`src/rtl/nmi_pkg.sv`:
```
package nmi_pkg;

  // Strobes from control to datapath
  typedef struct packed {
    logic clrBlockMode;   // hardware clear of the block-mode bit on acceptance
  } ctlStrobe_t;

  // State reported by the datapath to control
  typedef struct packed {
    logic edgeSeen;       // qualified edge on the synchronized pin this cycle
    logic pinLevel;       // synchronized pin level
    logic blockMode;      // block-mode control bit
    logic maskLow;        // mask-while-low control bit
  } dpStatus_t;

endpackage

```
`src/rtl/nmi_datapath.sv`:
```
module nmi_datapath
  import nmi_pkg::*;
#(
  parameter int   REG_W       = 16,
  parameter int   SYNC_STAGES = 2,
  parameter int   PIN_BIT     = 15,
  parameter int   MASK_BIT    = 14,
  parameter int   BLOCK_BIT   = 9,
  parameter int   EDGE_BIT    = 8,
  parameter logic IDLE_LEVEL  = 1'b1
) (
  input  logic             clk,
  input  logic             rstN,
  input  logic             nmiPin,
  input  logic             regWrEn,
  input  logic [REG_W-1:0] regWrData,
  input  ctlStrobe_t       strobe,
  output logic [REG_W-1:0] regRdData,
  output dpStatus_t        status
);

  localparam logic [REG_W-1:0] WR_MASK =
      (REG_W'(1) << MASK_BIT) | (REG_W'(1) << BLOCK_BIT) | (REG_W'(1) << EDGE_BIT);

  logic [SYNC_STAGES-1:0] syncChain;
  logic                   pinSync;
  logic                   prevSample;
  logic [REG_W-1:0]       ctrlQ;
  logic [REG_W-1:0]       ctrlNext;
  logic                   edgeSel;
  logic                   riseSeen;
  logic                   fallSeen;

  // Synchronizer chain, first stage fed by the pin
  always_ff @(posedge clk or negedge rstN) begin
    if (!rstN) syncChain[0] <= IDLE_LEVEL;
    else       syncChain[0] <= nmiPin;
  end

  generate
    for (genvar s = 1; s < SYNC_STAGES; s++) begin : g_sync
      always_ff @(posedge clk or negedge rstN) begin
        if (!rstN) syncChain[s] <= IDLE_LEVEL;
        else       syncChain[s] <= syncChain[s-1];
      end
    end
  endgenerate

  assign pinSync = syncChain[SYNC_STAGES-1];

  // Edge history: reloaded with the current sample every cycle, which covers
  // the edge-select change case (history always equals the last sample)
  always_ff @(posedge clk or negedge rstN) begin
    if (!rstN) prevSample <= IDLE_LEVEL;
    else       prevSample <= pinSync;
  end

  assign edgeSel  = ctrlQ[EDGE_BIT];
  assign riseSeen = pinSync & ~prevSample;
  assign fallSeen = ~pinSync & prevSample;

  // Control register update; hardware clear of block mode wins over a write
  always_comb begin
    ctrlNext = ctrlQ;
    if (regWrEn) ctrlNext = regWrData & WR_MASK;
    if (strobe.clrBlockMode) ctrlNext[BLOCK_BIT] = 1'b0;
  end

  always_ff @(posedge clk or negedge rstN) begin
    if (!rstN) ctrlQ <= '0;
    else       ctrlQ <= ctrlNext;
  end

  always_comb begin
    regRdData          = ctrlQ;
    regRdData[PIN_BIT] = pinSync;
  end

  assign status.edgeSeen  = edgeSel ? riseSeen : fallSeen;
  assign status.pinLevel  = pinSync;
  assign status.blockMode = ctrlQ[BLOCK_BIT];
  assign status.maskLow   = ctrlQ[MASK_BIT];

endmodule

```
`src/rtl/nmi_control.sv`:
```
module nmi_control
  import nmi_pkg::*;
(
  input  logic       clk,
  input  logic       rstN,
  input  logic       cpuBlock,
  input  logic       standby,
  input  logic       nmiAck,
  input  dpStatus_t  status,
  output ctlStrobe_t strobe,
  output logic       nmiReq,
  output logic       maskAll
);

  logic pendingQ;
  logic pinLow;
  logic standbyHold;
  logic blockHold;
  logic present;
  logic accept;

  assign pinLow      = ~status.pinLevel;
  assign standbyHold = standby & pinLow;
  assign blockHold   = cpuBlock & ~status.blockMode;
  assign present     = pendingQ & ~blockHold & ~standbyHold;
  assign accept      = present & nmiAck;

  // A new edge in the acceptance cycle keeps the request pending
  always_ff @(posedge clk or negedge rstN) begin
    if (!rstN)                pendingQ <= 1'b0;
    else if (status.edgeSeen) pendingQ <= 1'b1;
    else if (accept)          pendingQ <= 1'b0;
  end

  assign strobe.clrBlockMode = accept;
  assign nmiReq              = present;
  assign maskAll             = pinLow & (status.maskLow | standby);

endmodule

```
`src/rtl/nmi_gate.sv`:
```
module nmi_gate
  import nmi_pkg::*;
#(
  parameter int REG_W       = 16,
  parameter int SYNC_STAGES = 2
) (
  input  logic             clk,
  input  logic             rstN,
  input  logic             nmiPin,
  input  logic             cpuBlock,
  input  logic             standby,
  input  logic             nmiAck,
  input  logic             regWrEn,
  input  logic [REG_W-1:0] regWrData,
  output logic [REG_W-1:0] regRdData,
  output logic             nmiReq,
  output logic             maskAll
);

  ctlStrobe_t strobe;
  dpStatus_t  status;

  nmi_datapath #(
    .REG_W      (REG_W),
    .SYNC_STAGES(SYNC_STAGES)
  ) u_dp (
    .clk      (clk),
    .rstN     (rstN),
    .nmiPin   (nmiPin),
    .regWrEn  (regWrEn),
    .regWrData(regWrData),
    .strobe   (strobe),
    .regRdData(regRdData),
    .status   (status)
  );

  nmi_control u_ctl (
    .clk     (clk),
    .rstN    (rstN),
    .cpuBlock(cpuBlock),
    .standby (standby),
    .nmiAck  (nmiAck),
    .status  (status),
    .strobe  (strobe),
    .nmiReq  (nmiReq),
    .maskAll (maskAll)
  );

endmodule

```
`config.mk`:
```
export PLATFORM = sky130hd
export DESIGN_NAME = nmi_gate
export DESIGN_NICKNAME = d
export VERILOG_FILES = /design/src/rtl/nmi_pkg.sv /design/src/rtl/nmi_datapath.sv /design/src/rtl/nmi_control.sv /design/src/rtl/nmi_gate.sv
export SDC_FILE = /design/constraint.sdc
export NUM_CORES = 1
export LEC_CHECK = 0
export BUFFER_PORTS_ARGS = -buffer_cell sky130_fd_sc_hd__buf_2
export CORE_AREA = 2 2 39 41
export DETAILED_ROUTE_END_ITERATION = 7
export DIE_AREA = 0 0 41 43
export GPL_TIMING_DRIVEN = 0
export PLACE_DENSITY = 0.71
export SETUP_SLACK_MARGIN = 0.3
export SLEW_MARGIN = 25
export SYNTH_ARGS = -nofsm -noshare
export SYNTH_HDL_FRONTEND = slang
export SYNTH_SLANG_ARGS = --single-unit
export TNS_END_PERCENT = 100
```
`constraint.sdc`:
```
create_clock -name clk -period 1.5 [get_ports clk]
set_input_delay 0.075 -clock clk [delete_from_list [all_inputs] [get_ports clk]]
set_output_delay 0.075 -clock clk [all_outputs]
set_load 0.01 [all_outputs]
```
==> impl_metrics.csv <==
group,metric,value,unit
layout,final_common_cell,"buf_4",
global_route,grt_pass1_wl,834,µm
synth,synth-seq-area-share,43.6,%
route,routed_via_density,3.32,
global_route,antenna_found_initial,0,
worst_setup_path,crit_path_end_kind,"output pin",
sta,max_freq,801,MHz
sta,setup_viol,0,
worst_setup_path,cp.required,1420,ps
die,initial_utilization,29.7,%
worst_setup_path,path_max_fanout,2,
route,drtPass1Iterations,1,
layout,final_cell_mix,"19 x buf_4, 14 x buf_2, 12 x conb_1",
route,drt_wl_total,687,µm
worst_setup_path,reg2reg_slack,340,ps
cts,clockBufferDepth,2,
die,std_cell_rows,14,
hold_path,min_path_type,"in -> reg",
worst_setup_path,crit_end,"nmiReq",
synth,yosysWarnings,0,
die,die_y,43,µm
synth,ys_types,15,
worst_setup_path,arrival,1170,ps
run_status,outcome,"completed",
layout,antenna_cells,0,
sta,tns,0,ps
global_route,grt_start_max_net_pins,8,
flow_run,max_cap_viol_count,0,
synth,avgSynthCellArea,10.8,µm²
global_route,grt-ovfl-total,0,
sta,final_hold_viol_count,0,
route,vias,302,
place,gp_congestion,0.637,
sta,min_period,1250,ps
sta,rsz0062_at_grt,"yes",
die,io_pins,41,
worst_setup_path,crit_type,"reg -> out",
layout,seq_area,179,µm²
cts,clk_latency,240,ps
route,drtAntennaViolNets,0,
layout,multi_input_area,156,µm²
global_route,grt_pass1_vias,202,
global_route,grt_use_total,7.54,%
route,wire_per_inst,7.55,µm
route,drc,0,
worst_setup_path,setup.worst_path.start_class,"flop",
sta,clock_skew,2.08,ps
cts,cts_made_buffers,3,
worst_setup_path,regToRegEndpoint,"u_dp.ctrlQ[9]$_DFFE_PN0P_",
sta,setup_ws,252,ps
worst_setup_path,r2r_start,"u_dp.pinSync$_DFF_PN1_",
synth,syn-cell-area,410,µm²
cts,htree_levels,1,
place,dp_slack,405,ps
cts,cts.sinks,7,
cts,root_buffer,"clkbuf_4",
pwr,p_leak,0.358,nW
layout,drive_gt1_share,60.0,%
synth,synth_cells,38,
layout,fill_cells,154,
sta,fin_crit_sh,83.2,%
pwr,peakVddDrop,368,µV
die,coreArea,0.00138,mm²
layout,syn2layout_area_growth,56.1,%
route,drt_iter0_drc,0,
cts,cts_tree,"done",
worst_setup_path,worst-r2r-cell-count,5,
die,die_x,41,µm
hold_path,whs_path_depth,2,
pwr,p_per_area,854,mW/mm²
sta,slew_violations,0,
place,port_buffers,15,
die,die_area,0.00176,mm²
synth,synth-seq-cells,7,
cts,clk_pin_slew,50,ps
worst_setup_path,crit_start,"u_dp.pinSync$_DFF_PN1_",
layout,final_nets,99,
metal layers:
layer  vias to the layer above  global-route usage (%)  wire length [µm]
li1                        167                       -                 -
met1                       119                    9.43               278
met2                        16                    9.69               341
met3                         0                    1.57                67
met4                         0                    8.00                 0
met5                         -                       0                 0
worst min path at each step:
stage,start,to
3_3_place_gp,rstN,u_dp.ctrlQ[8]$_DFFE_PN0P_
5_1_grt,nmiAck,u_dp.ctrlQ[9]$_DFFE_PN0P_
6_report,nmiAck,u_dp.ctrlQ[9]$_DFFE_PN0P_
2_1_floorplan,rstN,u_ctl.pendingQ$_DFFE_PN0P_
3_5_place_dp,rstN,u_dp.ctrlQ[8]$_DFFE_PN0P_
4_1_cts,nmiAck,u_dp.ctrlQ[9]$_DFFE_PN0P_
flip-flops by register name (all words and copies together), names as in the netlist:
name and cells:
u_dp.ctrlQ 3, u_ctl.pendingQ 1, u_dp.pinSync 1, u_dp.prevSample 1, u_dp.syncChain 1
synth_stat cells, drive strengths merged:
master  number  area share (%)
nor2b        2             5.5
o31ai        1             3.0
conb         1            0.91
a21oi        1             1.2
buf         15              27
o211ai       1             1.8
mux2i        1             2.4
dfrtp        4              24
dfstp        3              19
nor3b        1             3.0
inv          1            0.91
mux2         2             5.5
nand2        2             1.8
nor2         3             2.7
power by group:
part           internal [mW]  switching (mW)  leakage [nW]
logic                 0.0924          0.0618         0.265
registers              0.211          0.0145        0.0786
clock network          0.101          0.0658        0.0150
total                  0.405           0.142         0.358
final cells by class:
class	instances	area share (%)
sequential	7	27.9
multi-input combinational	26	24.4
clock buffer	4	4.10
inverter	1	0.586
timing repair buffer	22	22.3
buffer	15	17.6
tap	16	3.13
critical path, stage by stage (launching register included):
cell and delay, ps:
dfstp_2 530, nor2b_2 50, nor3b_2 190, buf_2 150
cell families after synthesis:
family,count (synthesis),synth area share [%]
AND/OR/NAND/NOR,8,13.1
flip-flops,7,43.6
buffers and inverters,16,28.4
AO/OA/AOI/OAI,3,6.10
other,1,0.914
multiplexers,3,7.93
repair_timing:
action,in CTS,in global routing
setup endpoints to repair,1,3
buffers inserted,2,3
hold endpoints to repair,8,0
pin swaps,1,1
hold buffers,2,0
resized for setup,0,2
per-stage QoR:
step | total power [mW] | util (%) | instance area [µm²] | hold WS (ps) | std cells
after floorplan | 0.318 | - | 452 | -221 | 49
after global placement | 0.354 | 39.5 | 547 | -90.8 | 80
after detailed placement | 0.358 | 39.5 | 547 | -85.1 | 80
after CTS | 0.544 | 43.9 | 608 | 8.43 | 88
after global routing | 0.582 | 46.3 | 641 | 14.2 | 91
final | 0.547 | 46.3 | 641 | 21.6 | 91
Note: power is estimated with default switching activity, not from simulation.
